--- src/rtl/gsk_pkg.sv ---
package gsk_pkg;

  typedef enum logic {
    PH_DIGIT = 1'b0,
    PH_KEY   = 1'b1
  } scan_phase_e;

  localparam int DIM_STEPS = 8;

  // A digit grid is lit in steps 1..dim of its 8-step slot.
  function automatic logic grid_lit(input int unsigned step, input int unsigned dim);
    return (step != 0) && (step <= dim);
  endfunction

endpackage

--- src/rtl/gsk_timing.sv ---
module gsk_timing
  import gsk_pkg::*;
#(
  parameter int DIGITS_MAX  = 16,
  parameter int KEY_DRV     = 12,
  parameter int STEP_CYCLES = 4,
  localparam int DIG_W = $clog2(DIGITS_MAX),
  localparam int SUB_N = (KEY_DRV > DIM_STEPS) ? KEY_DRV : DIM_STEPS,
  localparam int SUB_W = $clog2(SUB_N),
  localparam int CYC_W = $clog2(STEP_CYCLES)
) (
  input  logic             clk,
  input  logic             rst_n,
  input  logic             en,
  input  logic [DIG_W-1:0] digit_last,
  output scan_phase_e      phase,
  output logic [DIG_W-1:0] digit,
  output logic [SUB_W-1:0] sub,
  output logic             fetch_ev,
  output logic             key_sample_ev,
  output logic             frame_end_ev
);

  logic [CYC_W-1:0] cyc;
  logic step_end, dig_slot_end, key_last;

  assign step_end      = (cyc == CYC_W'(STEP_CYCLES - 1));
  assign dig_slot_end  = (phase == PH_DIGIT) && step_end && (sub == SUB_W'(DIM_STEPS - 1));
  assign key_last      = (phase == PH_KEY) && step_end && (sub == SUB_W'(KEY_DRV - 1));
  assign fetch_ev      = en && (phase == PH_DIGIT) && (sub == '0) && step_end;
  assign key_sample_ev = en && (phase == PH_KEY) && step_end;
  assign frame_end_ev  = en && key_last;

  always_ff @(posedge clk or negedge rst_n) begin
    if (!rst_n) begin
      phase <= PH_DIGIT;
      digit <= '0;
      sub   <= '0;
      cyc   <= '0;
    end else if (!en) begin
      phase <= PH_DIGIT;
      digit <= '0;
      sub   <= '0;
      cyc   <= '0;
    end else if (!step_end) begin
      cyc <= cyc + 1'b1;
    end else begin
      cyc <= '0;
      if (phase == PH_DIGIT) begin
        if (dig_slot_end) begin
          sub <= '0;
          if (digit >= digit_last) phase <= PH_KEY;
          else                     digit <= digit + 1'b1;
        end else begin
          sub <= sub + 1'b1;
        end
      end else if (key_last) begin
        sub   <= '0;
        digit <= '0;
        phase <= PH_DIGIT;
      end else begin
        sub <= sub + 1'b1;
      end
    end
  end

  AST_KEY_TO_DIGIT0: assert property (@(posedge clk) disable iff (!rst_n)
    key_last |=> (phase == PH_DIGIT && digit == '0 && sub == '0));

  AST_DIGIT_ADVANCE: assert property (@(posedge clk) disable iff (!rst_n)
    (en && dig_slot_end && digit < digit_last) |=> (digit == $past(digit) + 1'b1));

endmodule

--- src/rtl/gsk_keyscan.sv ---
module gsk_keyscan #(
  parameter int KEY_DRV = 12,
  parameter int KEY_RET = 8,
  parameter int IDX_W   = 4,
  localparam int KEY_BITS = KEY_DRV * KEY_RET
) (
  input  logic                clk,
  input  logic                rst_n,
  input  logic                sample_ev,
  input  logic                last_ev,
  input  logic [IDX_W-1:0]    idx,
  input  logic [KEY_RET-1:0]  key_ret,
  output logic [KEY_BITS-1:0] key_data,
  output logic                key_chg
);

  logic [KEY_RET-1:0] kb [KEY_DRV];
  logic diff_acc;
  logic byte_diff;

  assign byte_diff = (kb[idx] != key_ret);

  always_ff @(posedge clk or negedge rst_n) begin
    if (!rst_n) begin
      for (int i = 0; i < KEY_DRV; i++) kb[i] <= '0;
      diff_acc <= 1'b0;
      key_chg  <= 1'b0;
    end else begin
      key_chg <= 1'b0;
      if (sample_ev) begin
        kb[idx] <= key_ret;
        if (last_ev) begin
          key_chg  <= diff_acc | byte_diff;
          diff_acc <= 1'b0;
        end else if (byte_diff) begin
          diff_acc <= 1'b1;
        end
      end
    end
  end

  for (genvar k = 0; k < KEY_DRV; k++) begin : g_pack
    assign key_data[k*KEY_RET +: KEY_RET] = kb[k];
  end

  AST_CHG_SINGLE: assert property (@(posedge clk) disable iff (!rst_n)
    key_chg |=> !key_chg);

  AST_CHG_AFTER_SCAN: assert property (@(posedge clk) disable iff (!rst_n)
    key_chg |-> $past(last_ev));

  AST_KEY_HOLD: assert property (@(posedge clk) disable iff (!rst_n)
    !sample_ev |=> $stable(key_data));

endmodule

--- src/rtl/gsk_pinmux.sv ---
module gsk_pinmux #(
  parameter int DIGITS_MAX = 16,
  parameter int SEG_N      = 20,
  parameter int SHARE_N    = 8,
  localparam int DED_G = DIGITS_MAX - SHARE_N,
  localparam int DED_S = SEG_N - SHARE_N
) (
  input  logic [DIGITS_MAX-1:0] grid_vec,
  input  logic [SEG_N-1:0]      seg_vec,
  input  logic [SHARE_N-1:0]    share_sel,
  output logic [DED_G-1:0]      grid_out,
  output logic [DED_S-1:0]      seg_out,
  output logic [SHARE_N-1:0]    shared_out
);

  assign grid_out = grid_vec[DED_G-1:0];
  assign seg_out  = seg_vec[DED_S-1:0];

  // Shared pin i: high grid line DED_G+i, or segment line counted down from the top.
  for (genvar i = 0; i < SHARE_N; i++) begin : g_share
    assign shared_out[i] = share_sel[i] ? seg_vec[SEG_N-1-i] : grid_vec[DED_G+i];
  end

endmodule

--- src/rtl/grid_key_scanner.sv ---
module grid_key_scanner
  import gsk_pkg::*;
#(
  parameter int DIGITS_MAX  = 16,
  parameter int SEG_N       = 20,
  parameter int SHARE_N     = 8,
  parameter int KEY_DRV     = 12,
  parameter int KEY_RET     = 8,
  parameter int STEP_CYCLES = 4,
  localparam int DIG_W    = $clog2(DIGITS_MAX),
  localparam int DIM_W    = $clog2(DIM_STEPS),
  localparam int DED_G    = DIGITS_MAX - SHARE_N,
  localparam int DED_S    = SEG_N - SHARE_N,
  localparam int KEY_BITS = KEY_DRV * KEY_RET,
  localparam int SUB_N    = (KEY_DRV > DIM_STEPS) ? KEY_DRV : DIM_STEPS,
  localparam int SUB_W    = $clog2(SUB_N)
) (
  input  logic                clk,
  input  logic                rst_n,
  input  logic                scan_en,
  input  logic [DIG_W-1:0]    digit_last,
  input  logic [DIM_W-1:0]    dim_level,
  input  logic [SHARE_N-1:0]  share_sel,
  output logic [DIG_W-1:0]    ram_addr,
  input  logic [SEG_N-1:0]    ram_data,
  input  logic [KEY_RET-1:0]  key_ret,
  output logic [DED_G-1:0]    grid_out,
  output logic [DED_S-1:0]    seg_out,
  output logic [SHARE_N-1:0]  shared_out,
  output logic [KEY_BITS-1:0] key_data,
  output logic                key_chg
);

  scan_phase_e      phase;
  logic [DIG_W-1:0] digit;
  logic [SUB_W-1:0] sub;
  logic             fetch_ev, key_sample_ev, frame_end_ev;
  logic [SEG_N-1:0]      seg_lat;
  logic [SEG_N-1:0]      seg_vec;
  logic [DIGITS_MAX-1:0] grid_vec;
  logic                  lit;

  gsk_timing #(
    .DIGITS_MAX (DIGITS_MAX),
    .KEY_DRV    (KEY_DRV),
    .STEP_CYCLES(STEP_CYCLES)
  ) u_timing (
    .clk          (clk),
    .rst_n        (rst_n),
    .en           (scan_en),
    .digit_last   (digit_last),
    .phase        (phase),
    .digit        (digit),
    .sub          (sub),
    .fetch_ev     (fetch_ev),
    .key_sample_ev(key_sample_ev),
    .frame_end_ev (frame_end_ev)
  );

  assign ram_addr = digit;

  // Segment word is latched at the end of the blank step 0, ahead of the lit steps.
  always_ff @(posedge clk or negedge rst_n) begin
    if (!rst_n)        seg_lat <= '0;
    else if (fetch_ev) seg_lat <= ram_data;
  end

  assign lit = scan_en && (phase == PH_DIGIT) && grid_lit(int'(sub), int'(dim_level));

  always_comb begin
    grid_vec = '0;
    for (int j = 0; j < DIGITS_MAX; j++) grid_vec[j] = lit && (int'(digit) == j);
  end

  always_comb begin
    seg_vec = '0;
    if (scan_en) begin
      if (phase == PH_DIGIT) seg_vec = seg_lat;
      else for (int j = 0; j < KEY_DRV; j++) seg_vec[j] = (int'(sub) == j);
    end
  end

  gsk_pinmux #(
    .DIGITS_MAX(DIGITS_MAX),
    .SEG_N     (SEG_N),
    .SHARE_N   (SHARE_N)
  ) u_pinmux (
    .grid_vec  (grid_vec),
    .seg_vec   (seg_vec),
    .share_sel (share_sel),
    .grid_out  (grid_out),
    .seg_out   (seg_out),
    .shared_out(shared_out)
  );

  gsk_keyscan #(
    .KEY_DRV(KEY_DRV),
    .KEY_RET(KEY_RET),
    .IDX_W  (SUB_W)
  ) u_keyscan (
    .clk      (clk),
    .rst_n    (rst_n),
    .sample_ev(key_sample_ev),
    .last_ev  (frame_end_ev),
    .idx      (sub),
    .key_ret  (key_ret),
    .key_data (key_data),
    .key_chg  (key_chg)
  );

  AST_QUIET_WHEN_OFF: assert property (@(posedge clk) disable iff (!rst_n)
    !scan_en |-> (grid_out == '0 && seg_out == '0 && shared_out == '0));

  AST_GRID_ONEHOT: assert property (@(posedge clk) disable iff (!rst_n)
    $onehot0(grid_vec));

  AST_BLANK_STEP0: assert property (@(posedge clk) disable iff (!rst_n)
    (phase == PH_DIGIT && sub == '0) |-> (grid_vec == '0));

  AST_KEY_BLANK: assert property (@(posedge clk) disable iff (!rst_n)
    (scan_en && phase == PH_KEY) |-> (grid_vec == '0 && $countones(seg_vec) == 1));

endmodule

--- config.mk ---
export PLATFORM = sky130hd
export DESIGN_NAME = grid_key_scanner
export DESIGN_NICKNAME = d
export VERILOG_FILES = /design/src/rtl/gsk_pkg.sv /design/src/rtl/gsk_timing.sv /design/src/rtl/gsk_keyscan.sv /design/src/rtl/gsk_pinmux.sv /design/src/rtl/grid_key_scanner.sv
export SDC_FILE = /design/constraint.sdc
export NUM_CORES = 1
export LEC_CHECK = 0
export CAP_MARGIN = 30
export CORE_MARGIN = 3
export CORE_UTILIZATION = 45
export DETAILED_ROUTE_END_ITERATION = 10
export GPL_TIMING_DRIVEN = 0
export PLACE_DENSITY = 0.75
export SLEW_MARGIN = 10
export SYNTH_ARGS = -nofsm -noshare
export SYNTH_HDL_FRONTEND = slang
export SYNTH_SLANG_ARGS = --single-unit
--- constraint.sdc ---
create_clock -name clk -period 3.6 [get_ports clk]
set_input_delay 0.72 -clock clk [delete_from_list [all_inputs] [get_ports clk]]
set_output_delay 0.72 -clock clk [all_outputs]
set_load 0.005 [all_outputs]
---- After elaboration in Yosys (flattened, before gate mapping) ----
Cells that the tools add are included.
word-level totals
  bits in registers ....................... 129
operators by class
  bitwise operators ....................... 3
  equality and inequality tests ........... 34
  add/sub/neg operators ................... 3
  reduce and logical (&&, ||, !) cells .... 36
  magnitude comparators ................... 4
  mux-type cells .......................... 40
operators with widths
  kind                 count
  $bwmux 96            1
  $eq 4x4->1 const B   17
  $mux 4               11
  $bmux 8 s4           1
  $demux 8 s4          1
  $mux 8               4
  $logic_and 1x1->1    29
  $eq 4x3->1 const B   7
  $mux 20              1
  $mux 1               18
  $eq 4x2->1 const B   3
  $logic_not 4->1      3
  $mux 12              1
  $add 4x1->4 const B  2
  $ne 8x8->1           1
  $ge 5x5->1 const B   1
  $lt 5x1->1 const B   1
  $not 4->5            1
  $eq 4x1->1 const B   1
  $ge 4x4->1           1
  $le 4x3->1           1
  $mux 2               2
  $reduce_and 4->1     1
  $reduce_bool 4->1    1
  other kinds (10)     10

---- Longest topological paths before layout ----
Gate-level depths: netlist of run 1.
  depth in word-level cells ............... 8
  mapped depth ............................ 12
  gate-level depth less buffers ........... 9

---- By module ----
Synthesis of run 1 repeated with hierarchy kept, for this count alone.
unflattened totals
  cells, all modules ...................... 570
  area, all modules ....................... 7302.0 sq um
modules (own cells, without submodules)
  module            area an instance (sq um)  cells an instance  times used
  gsk_keyscan       4832.1                    318                1
  grid_key_scanner  1420.1                    142                1
  gsk_timing        779.5                     82                 1
  gsk_pinmux        270.3                     28                 1

---- Least setup slack after synthesis of run 1 ----
No wires, ideal clock.
  kind .................................... register to output
  start ................................... register u_timing.sub[0]
  end ..................................... output port shared_out[0]
  arrival ................................. 2.320 ns
  setup slack ............................. 0.560 ns
  data required time ...................... 2.880 ns
  path buffers ............................ 3
  cell stages (with the launch flop) ...... 13
  cells stage by stage .................... dfrtp_1 > buf_6 > buf_6 > buf_6 > inv_1 > ha_1 > inv_1 > a21o_1 > a21oi_1 > a31oi_1 > nor4b_1 > nand2_1 > o31ai_1
between the ends
  longest elaborated chain between the ends .. 5
ends and longest elaborated chain
  item                                                    RTL line                RTL
  start, declared                                         gsk_timing.sv:18        output logic [SUB_W-1:0] sub,
  start signal, assigned                                  gsk_timing.sv:55        sub <= sub + 1'b1;
  start signal, assigned                                  gsk_timing.sv:62        sub <= sub + 1'b1;
  $le 4x3->1 / $reduce_bool 4->1 (equally long branches)  gsk_pkg.sv:12           return (step != 0) && (step <= dim);
  $logic_and 1x1->1 (*)                                   gsk_pkg.sv:12
  $logic_and 1x1->1 (*)                                   grid_key_scanner.sv:68  assign lit = scan_en && (phase == PH_DIGIT) && grid_lit(int'(sub), int'(dim_level));
  $logic_and 1x1->1 (*)                                   grid_key_scanner.sv:72  for (int j = 0; j < DIGITS_MAX; j++) grid_vec[j] = lit && (int'(digit) == j);
  $mux 1 (*)                                              gsk_pinmux.sv:21        assign shared_out[i] = share_sel[i] ? seg_vec[SEG_N-1-i] : grid_vec[DED_G+i];
  end, declared                                           grid_key_scanner.sv:29  output logic [SHARE_N-1:0] shared_out,
Mark *: on every way between the ends. The rest lies on a longest branch, timed or not.

---- Final worst setup path of run 1 ----
  start ................................... input port dim_level[1]
  end ..................................... output port shared_out[6]
between the ends
  longest elaborated chain between the ends .. 5
ends and longest elaborated chain
  item               RTL line                RTL
  start, declared    grid_key_scanner.sv:22  input logic [DIM_W-1:0] dim_level,
  $le 4x3->1         gsk_pkg.sv:12
  $logic_and 1x1->1  gsk_pkg.sv:12
  $logic_and 1x1->1  grid_key_scanner.sv:68
  $logic_and 1x1->1  grid_key_scanner.sv:72
  $mux 1             gsk_pinmux.sv:21
Every way passes these cells.

==> results of run 1 <==
==> cells in the mapped netlist, drive strengths merged (4+ instances only) <==
library cell	number	share of area, %
dfrtp	129	48
mux2	111	19
nand2	44	2.5
clkbuf	25	1.4
nor2	22	1.2
ha	16	3.0
inv	16	0.90
mux2i	16	2.4
mux4	16	5.6
nand3	16	1.2
o21ai	13	0.98
a21oi	12	0.90
and2	10	0.96
nor2b	10	0.94
buf	9	1.0
nor3	9	0.68
o31ai	9	1.0
a21boi	6	0.68
and3	5	0.47
nand2b	5	0.47
xor2	5	0.66
a221oi	4	0.62
a31oi	4	0.38
o211ai	4	0.45
xnor2	4	0.53
==> area by class of cell <==
cell class,count,area share (%)
buffer,31,1.78
clock buffer,27,5.30
clock inverter,4,1.03
inverter,16,0.673
multi-input combinational,371,36.1
sequential,129,34.0
tap,180,2.37
timing repair buffer,182,18.7
==> layer usage <==
metal / up-vias / wire length, um / track usage [%]
li1: 2407 / - / -
met1: 2690 / 8630 / 33.7
met2: 235 / 9720 / 40.1
met3: 28 / 1640 / 7.79
met4: 0 / 363 / 8.55
met5: - / 0 / 0
==> cells by family (layout without fill, tap and decap cells) <==
family                   count (synthesis)  in the layout  share of synthesized area [%]
adder cells (fa/ha/maj)                 16             16                           3.01
AND/OR/NAND/NOR                        129            129                           9.37
flip-flops                             129            129                           48.5
buffers and inverters                   50            260                           3.32
XOR/XNOR                                 9              9                           1.18
AO/OA/AOI/OAI                           74             74                           7.85
multiplexers                           143            143                           26.8
==> metrics by stage <==
step	worst slack (ns)	instances	cell area [um2]	utilization (%)
global route	-0.00370	940	9490	66.8
finish	0.0658	940	9490	66.8
floorplan	0.560	550	6660	-
detailed placement	-0.868	904	8650	60.9
CTS	-0.111	934	9290	65.4
global placement	-3.12	903	8620	60.7
==> registers in the layout (all words and copies together), names as in the netlist <==
signal,flops
u_keyscan.key_data,96
seg_lat,20
u_timing.digit,4
u_timing.sub,4
u_timing.cyc,2
u_keyscan.diff_acc,1
u_keyscan.key_chg,1
u_timing.phase,1
==> power breakdown <==
part | switching (mW) | internal (mW)
clock | 0.609 | 1.16
sequential | 0.0596 | 1.56
combinational | 0.212 | 0.291
==> final timing paths <==
check	end	slack, ns	depth (start not counted)
setup / recovery	shared_out[6]	0.07	11
hold / removal	u_timing.digit[3]$_DFFE_PN0P_	0.21	1
setup reg to reg	seg_lat[12]$_DFFE_PN0P_	0.84	9
hold reg to reg	u_timing.cyc[0]$_DFF_PN0_	0.45	1
max in group asynchronous	u_keyscan.key_data[78]$_DFFE_PN0P_	2.63	2
min in group clk	u_timing.cyc[0]$_DFF_PN0_	0.45	1
==> repair_timing <==
item,4_1_cts,5_1_grt
setup buffers,1,7
pin swaps,8,4
gates resized for setup,59,35
endpoints found under the setup margin,22,21
==> flow_summary.ini, run 1 <==
[hold_path]
min-delay-path-class = in2async

[clocking]
htreeDepth = 4
cts_sinks = 129
cts_made_buffers = 17
clk_transition_reported_paths_ns = 0.05
postCtsHoldBufs = 0
ctsLongestPathBuffers = 2
clock_tree_from_tritoncts = yes
clock-root-buffer = sky130_fd_sc_hd__clkbuf_16
clkLatencyLatePin_ns = 0.43

[synth]
synthesis.instances = 550
synth-edff-count = 0
synth.net_count = 612
synthesis.yosys.warnings = 0
synth.lib_cells_used.distinct = 51
post_synth.cell_area_avg_um2 = 12.1
post_synth_instance_area_um2 = 6660
seq_area_frac_synth_pct = 48.5
async_reset_ff_share_pct = 100
ys_ff_latch = 129
synth-main-ff-cell = sky130_fd_sc_hd__dfrtp_1

[flow_run]
max_cap_viol_count = 0

[global_route]
largest_net_degree_at_the_start_of_global_routing = 88
globalRouteOverflowTotal = 0
grt_first_pass_wirelength_mm = 31.6
groute.usage.overall_pct = 25.4
grt_pass1_vias = 5515
grt_antenna_before_repair = 0

[pwr]
power.density_nw_per_um2 = 410
fin_total_pwr_mw = 3.89
vdd.ir_drop.worst_uv = 295
leakage_power_total_nw = 4.22

[cells_and_area]
final_antenna_diode_count = 0
layout.cells.most_common = sky130_fd_sc_hd__clkdlybuf4s50_1
final_layout_size_suffix_gt1_share_pct = 27.1
layout.cells.most_common_list = sky130_fd_sc_hd__clkdlybuf4s50_1, sky130_fd_sc_hd__dfrtp_1, sky130_fd_sc_hd__mux2_2
design.final.nets = 810
synthToLayoutAreaGrowth_pct = 42.4
area.sequential_um2 = 3230
fillers = 1092
multi_input_area_um2 = 3420

[worst_setup_path]
crit_chain = clkdlybuf4s50_1 -> inv_1 -> ha_4 -> a21o_1 -> a21oi_2 -> a31oi_1 -> nor4b_4 -> buf_6 -> nand2_8 -> o31ai_4 -> buf_2
setup.worst_path.start_class = input port
critical-path-max-stage-delay_ns = 0.47
worstReg2RegStart = u_timing.sub[1]$_DFFE_PN0N_
cp.buffers_inverters = 4
family_with_the_most_delay_on_the_worst_path = buffers and inverters
criticalPathCategory = in2out
crit_path_top_delay_cell = sky130_fd_sc_hd__clkdlybuf4s50_1
crit_fanout = 4
critical_path_data_arrival_time_ns = 2.81
worst_ep_required_time_ns = 2.88
worst_setup_path_end_kind = primary output
worstSetupStartpoint = dim_level[1]

[routing]
drtIter0Drc = 374
detailroute.via_count = 5360
drt_wl_total_mm = 20.4
post-route-drc-count = 0
first_pass_iters = 5
post_detailed_route_wirelength_per_cell_um = 21.7
ant_nets = 0
avgViaCountPerCell = 5.70

[floorplan]
die_area_um2 = 16300
core.rowCount = 43
design.core.area_um2 = 14200
chipHeight_um = 128
ios = 175
chipWidth_um = 128
initial_utilization_pct = 46.9

[sta]
timing.final.crit_share_pct = 98.2
finalMaxSlewViolations = 0
min_period_ns = 3.53
final-setup-viol-count = 0
maxClockFrequency_mhz = 283
fin_hold_ws_ns = 0.206
slew-limit-headroom_pct = 32.3
max_slew.worst_pin.slew_ns = 1.01
final_hold_fails = 0
final.setup.tns_ns = 0
finClkSkew_ns = 0.00991

[placed_design]
dpl.hpwl_mm = 14.2
gp_congestion = 0.882
io_buffers = 173

[run_status]
outcome = complete, no violations
Note: power is estimated with default switching activity, not from simulation.
==> inputs of run 2 (changes only) <==
--- a/config.mk
+++ b/config.mk
@@ -8,6 +8,7 @@
 export CAP_MARGIN = 30
 export CORE_MARGIN = 3
 export CORE_UTILIZATION = 45
+export CTS_CLUSTER_DIAMETER = 40
 export DETAILED_ROUTE_END_ITERATION = 10
 export GPL_TIMING_DRIVEN = 0
 export PLACE_DENSITY = 0.75
==> constraint.sdc (replaced) <==
create_clock -name clk -period 4.3 [get_ports clk]
set_input_delay 0.86 -clock clk [delete_from_list [all_inputs] [get_ports clk]]
set_output_delay 0.86 -clock clk [all_outputs]
set_load 0.005 [all_outputs]
==> flow_summary.ini, run 2 (same netlist as run 1, synthesis figures left out) <==
[sta]
maxClockFrequency_mhz = 242
timing.final.crit_share_pct = 96.0
slew-limit-headroom_pct = 33.3
fin_hold_ws_ns = 0.348
finClkSkew_ns = 0.00773
min_period_ns = 4.13
final-setup-viol-count = 0
final_hold_fails = 0
finalMaxSlewViolations = 0
timing.final.ws_setup_ns = 0.173
rsz0062_at_grt = true
max_slew.worst_pin.slew_ns = 0.998
final.setup.tns_ns = 0

[floorplan]
design.core.area_um2 = 14200
core.rowCount = 43
initial_utilization_pct = 46.9
ios = 175
chipHeight_um = 128
chipWidth_um = 128
die_area_um2 = 16300

[worst_setup_path]
worst_setup_path_end_kind = primary output
crit_fanout = 4
setup.worst_path.start_class = input port
worstSetupStartpoint = dim_level[1]
worstReg2RegStart = u_timing.sub[1]$_DFFE_PN0N_
critical_path_data_arrival_time_ns = 3.27
worst_ep_required_time_ns = 3.44
criticalPathCategory = in2out
reg2reg_depth = 9

[placed_design]
gp_congestion = 0.882
dpl.hpwl_mm = 14.2
io_buffers = 173
place_worst_setup_slack_ns = -0.448

[routing]
first_pass_iters = 5
avgViaCountPerCell = 5.73
drt_wl_total_mm = 20.2
ant_nets = 0
post-route-drc-count = 0
drtIter0Drc = 404
post_detailed_route_wirelength_per_cell_um = 21.5
detailroute.via_count = 5361

[cells_and_area]
fillers = 1081
synthToLayoutAreaGrowth_pct = 40.3
largest_register_ff_count = 96
final_antenna_diode_count = 0
design.final.nets = 806
layout.cells.most_common = sky130_fd_sc_hd__clkdlybuf4s50_1
final_layout_size_suffix_gt1_share_pct = 23.7
layout.cells.most_common_list = sky130_fd_sc_hd__clkdlybuf4s50_1, sky130_fd_sc_hd__dfrtp_1, sky130_fd_sc_hd__mux2_2

[clocking]
clock_tree_from_tritoncts = yes
cts_sinks = 129
cts_made_buffers = 17
clkLatencyLatePin_ns = 0.43
clk_transition_reported_paths_ns = 0.05
htreeDepth = 4
clock-root-buffer = sky130_fd_sc_hd__clkbuf_16
ctsLongestPathBuffers = 2

[flow_run]
max_cap_viol_count = 0

[global_route]
largest_net_degree_at_the_start_of_global_routing = 88
globalRouteOverflowTotal = 0
groute.usage.overall_pct = 25.5
grt_antenna_before_repair = 0
grt_pass1_vias = 5472
grt_first_pass_wirelength_mm = 31.6

[hold_path]
min-delay-path-class = in2async

[pwr]
leakage_power_total_nw = 4.23
power.density_nw_per_um2 = 348
vdd.ir_drop.worst_uv = 245

[run_status]
outcome = complete, no violations
-- run 2: path summary, 6_finish.rpt --
| path | to | slack (ns) |
|---|---|---|
| worst max-delay path | grid_out[4] | 0.17 |
| worst min-delay path | u_timing.digit[3]$_DFFE_PN0P_ | 0.35 |
| worst max register to register | seg_lat[12]$_DFFE_PN0P_ | 1.12 |
| worst min register to register | u_timing.cyc[0]$_DFF_PN0_ | 0.45 |
| max in group asynchronous | u_keyscan.key_data[8]$_DFFE_PN0P_ | 3.20 |
| min in group clk | u_timing.cyc[0]$_DFF_PN0_ | 0.45 |
-- run 2: critical path, stage by stage --
cell and delay (ns):
sky130_fd_sc_hd__clkdlybuf4s50_1 0.47, sky130_fd_sc_hd__inv_1 0.05, sky130_fd_sc_hd__ha_1 0.30, sky130_fd_sc_hd__a21o_1 0.16
sky130_fd_sc_hd__a21oi_1 0.13, sky130_fd_sc_hd__a31oi_1 0.08, sky130_fd_sc_hd__nor4b_4 0.26, sky130_fd_sc_hd__buf_4 0.18
sky130_fd_sc_hd__nand2_2 0.10, sky130_fd_sc_hd__nor2_1 0.15, sky130_fd_sc_hd__clkdlybuf4s50_1 0.52
-- run 2: per-layer routing --
metal	vias up	share of wire [%]	track usage [%]
met5	-	0	0
met4	0	2.4	8.18
met3	37	8.9	7.63
met2	261	47	40.3
met1	2678	42	34.0
li1	2385	-	-
-- run 2: final cells by class --
cell class / instances / area [um2] / share of cell area (%)
flip-flops and latches: 129 / 3230 / 34.5
well taps: 180 / 225 / 2.41
inverters: 16 / 60.1 / 0.643
clock buffers: 27 / 503 / 5.38
clock inverters: 4 / 97.6 / 1.04
plain buffers: 34 / 166 / 1.78
multi-input cells: 371 / 3280 / 35.1
repair buffers: 175 / 1780 / 19.1
-- run 2: repair_timing --
item	in CTS	in global routing
pin swaps	1	0
gates resized for setup	14	14
hold buffers	0	0
endpoints found under the setup margin	16	11
buffers inserted	1	0
-- run 2: power breakdown --
group | total (mW) | switching, mW | internal (mW)
sequential | 1.36 | 0.0498 | 1.31
clock | 1.48 | 0.512 | 0.970
combinational | 0.410 | 0.171 | 0.239
-- run 2: metrics by stage --
step | instances | cell area (um2) | total power, mW | utilization [%]
finish | 936 | 9340 | 3.25 | 65.8
global placement | 903 | 8620 | 1.77 | 60.7
floorplan | 550 | 6660 | 1.57 | -
global route | 936 | 9340 | 3.37 | 65.8
detailed placement | 904 | 8650 | 1.79 | 60.9
CTS | 936 | 9300 | 3.27 | 65.5
==> inputs of run 3 (changes only) <==
--- a/config.mk
+++ b/config.mk
@@ -6,12 +6,14 @@
 export NUM_CORES = 1
 export LEC_CHECK = 0
 export CAP_MARGIN = 30
-export CORE_MARGIN = 3
-export CORE_UTILIZATION = 45
+export CELL_PAD_IN_SITES_DETAIL_PLACEMENT = 0
+export CELL_PAD_IN_SITES_GLOBAL_PLACEMENT = 1
+export CORE_MARGIN = 2
+export CORE_UTILIZATION = 42
 export CTS_CLUSTER_DIAMETER = 40
 export DETAILED_ROUTE_END_ITERATION = 10
 export GPL_TIMING_DRIVEN = 0
-export PLACE_DENSITY = 0.75
+export PLACE_DENSITY_LB_ADDON = 0.1
 export SLEW_MARGIN = 10
 export SYNTH_ARGS = -nofsm -noshare
 export SYNTH_HDL_FRONTEND = slang
==> flow_summary.ini, run 3 (same netlist as run 1, synthesis figures left out) <==
[run_status]
outcome = complete, no violations

[routing]
ant_nets = 0
first_pass_iters = 4
met2RoutedLength_mm = 9.97
post-route-drc-count = 0
detail_route.wirelength.met1_mm = 8.59
drt_wl_total_mm = 20.1
post_detailed_route_wirelength_per_cell_um = 20.6
top_signal_layer_used = met4
drtIter0Drc = 280
wl_met3_mm = 1.14
detailroute.via_count = 5212
avgViaCountPerCell = 5.35

[worst_setup_path]
critical_path_data_arrival_time_ns = 3.30
criticalPathCategory = in2out
timing.critical_path.mode_cell = sky130_fd_sc_hd__clkdlybuf4s50_1
setup.worst_path.start_class = input port
crit_chain = clkdlybuf4s50_1 -> inv_1 -> ha_1 -> a21o_1 -> a21oi_1 -> a31oi_1 -> nor4b_4 -> buf_4 -> nand2_2 -> nor3_1 -> clkdlybuf4s50_1
worst_setup_path_end_kind = primary output
regToRegSetupSlack_ns = 1.10
r2r-end = seg_lat[19]$_DFFE_PN0P_
critical-path-max-stage-delay_ns = 0.53
worstSetupStartpoint = dim_level[1]
worstReg2RegStart = u_timing.sub[1]$_DFFE_PN0N_
reg2reg_depth = 9
crit_path_end = grid_out[1]
crit_path_top_delay_cell = sky130_fd_sc_hd__clkdlybuf4s50_1
worst_ep_required_time_ns = 3.44
crit_fanout = 4

[floorplan]
core.rowCount = 46
chipWidth_um = 130
design.core.area_um2 = 15700
die_area_um2 = 16900
chipHeight_um = 130
ios = 175
initial_utilization_pct = 42.4

[cells_and_area]
utilization_after_layout_pct = 59.5
area.sequential_um2 = 3230
largest_register_ff_count = 96
final_layout_size_suffix_gt1_share_pct = 23.9
layout.cells.most_common = sky130_fd_sc_hd__clkdlybuf4s50_1
multi_input_area_um2 = 3250
synthToLayoutAreaGrowth_pct = 40.4
fillers = 1311
layout.cells.most_common_list = sky130_fd_sc_hd__clkdlybuf4s50_1, sky130_fd_sc_hd__dfrtp_1, sky130_fd_sc_hd__mux2_2
design.final.nets = 807
fin_cells = 974
final_antenna_diode_count = 0

[sta]
timing.final.crit_share_pct = 96.8
max_slew.worst_pin.slew_ns = 0.918
maxClockFrequency_mhz = 240
finalMaxSlewViolations = 0
finClkSkew_ns = 0.00624
slew-limit-headroom_pct = 38.6
min_period_ns = 4.16
final-setup-viol-count = 0
final_hold_fails = 0
fin_hold_ws_ns = 0.386

[flow_run]
max_cap_viol_count = 0

[clocking]
clock-root-buffer = sky130_fd_sc_hd__clkbuf_16
clk_transition_reported_paths_ns = 0.06
ctsLongestPathBuffers = 2
clkLatencyLatePin_ns = 0.42
clock_tree_from_tritoncts = yes
cts_made_buffers = 17
htreeDepth = 4
cts_sinks = 129

[global_route]
grt_antenna_before_repair = 0
groute.usage.overall_pct = 24.7
globalRouteOverflowTotal = 0
grt_pass1_vias = 5438
largest_net_degree_at_the_start_of_global_routing = 77
grt_first_pass_wirelength_mm = 30.9

[placed_design]
io_buffers = 173
dpl.hpwl_mm = 14.3
gp_congestion = 0.779
dp.cells = 941

[pwr]
leakage_power_total_nw = 4.24
power.density_nw_per_um2 = 337
vdd.ir_drop.worst_uv = 271

[hold_path]
min-delay-path-class = in2async
run 3: worst min-delay path by stage:
stage / startpoint / to / slack [ns] / depth (start not counted)
2_1_floorplan: u_timing.cyc[0]$_DFF_PN0_ / u_timing.cyc[0]$_DFF_PN0_ / 0.41 / 1
3_3_place_gp: u_timing.cyc[0]$_DFF_PN0_ / u_timing.cyc[0]$_DFF_PN0_ / 0.43 / 1
3_5_place_dp: u_timing.cyc[0]$_DFF_PN0_ / u_timing.cyc[0]$_DFF_PN0_ / 0.43 / 1
4_1_cts: rst_n / seg_lat[17]$_DFFE_PN0P_ / 0.41 / 1
5_1_grt: rst_n / seg_lat[17]$_DFFE_PN0P_ / 0.42 / 1
6_report: rst_n / seg_lat[17]$_DFFE_PN0P_ / 0.39 / 1
run 3: what timing repair did:
action	CTS	global route
pin swaps	0	1
gates resized for setup	7	16
setup endpoints to repair	16	14
buffers inserted	0	1
hold buffers	0	0
run 3: layout make-up:
class	count	share of cell area, %
multi-input combinational	371	34.7
sequential	129	34.5
timing repair buffer	176	19.2
clock buffer	20	4.99
tap	216	2.89
buffer	34	1.85
clock inverter	12	1.16
inverter	16	0.642
run 3: per-layer routing:
metal	global-route usage, %	vias up
met2	41.6	163
li1	-	2388
met1	32.1	2633
met4	7.65	0
met5	0	-
met3	5.33	28
run 3: through the flow:
| stage | power, mW | setup TNS [ns] | setup WS, ns | cell area (um2) |
|---|---|---|---|---|
| floorplan | 1.57 | 0 | 1.03 | 6660 |
| global placement | 1.77 | -357.81 | -2.75 | 8660 |
| detailed placement | 1.79 | -4.34 | -0.368 | 8700 |
| CTS | 3.19 | 0 | 0.000380 | 9300 |
| global route | 3.29 | -0.0149 | -0.0149 | 9350 |
| finish | 3.15 | 0 | 0.138 | 9350 |
run 3: power breakdown:
part           switching, mW  internal, mW  leakage [nW]  total [mW]
Clock                  0.551         0.840         0.270        1.39
Sequential            0.0511          1.31          1.77        1.36
Combinational          0.165         0.239          2.21       0.404
Total                  0.767          2.39          4.24        3.15
run 3: critical path: cells and delay by family:
family,cells,cell delay (ns)
compound gates,3,0.38
buf+inv,4,1.24
simple gates,3,0.53
fa+ha+maj,1,0.30
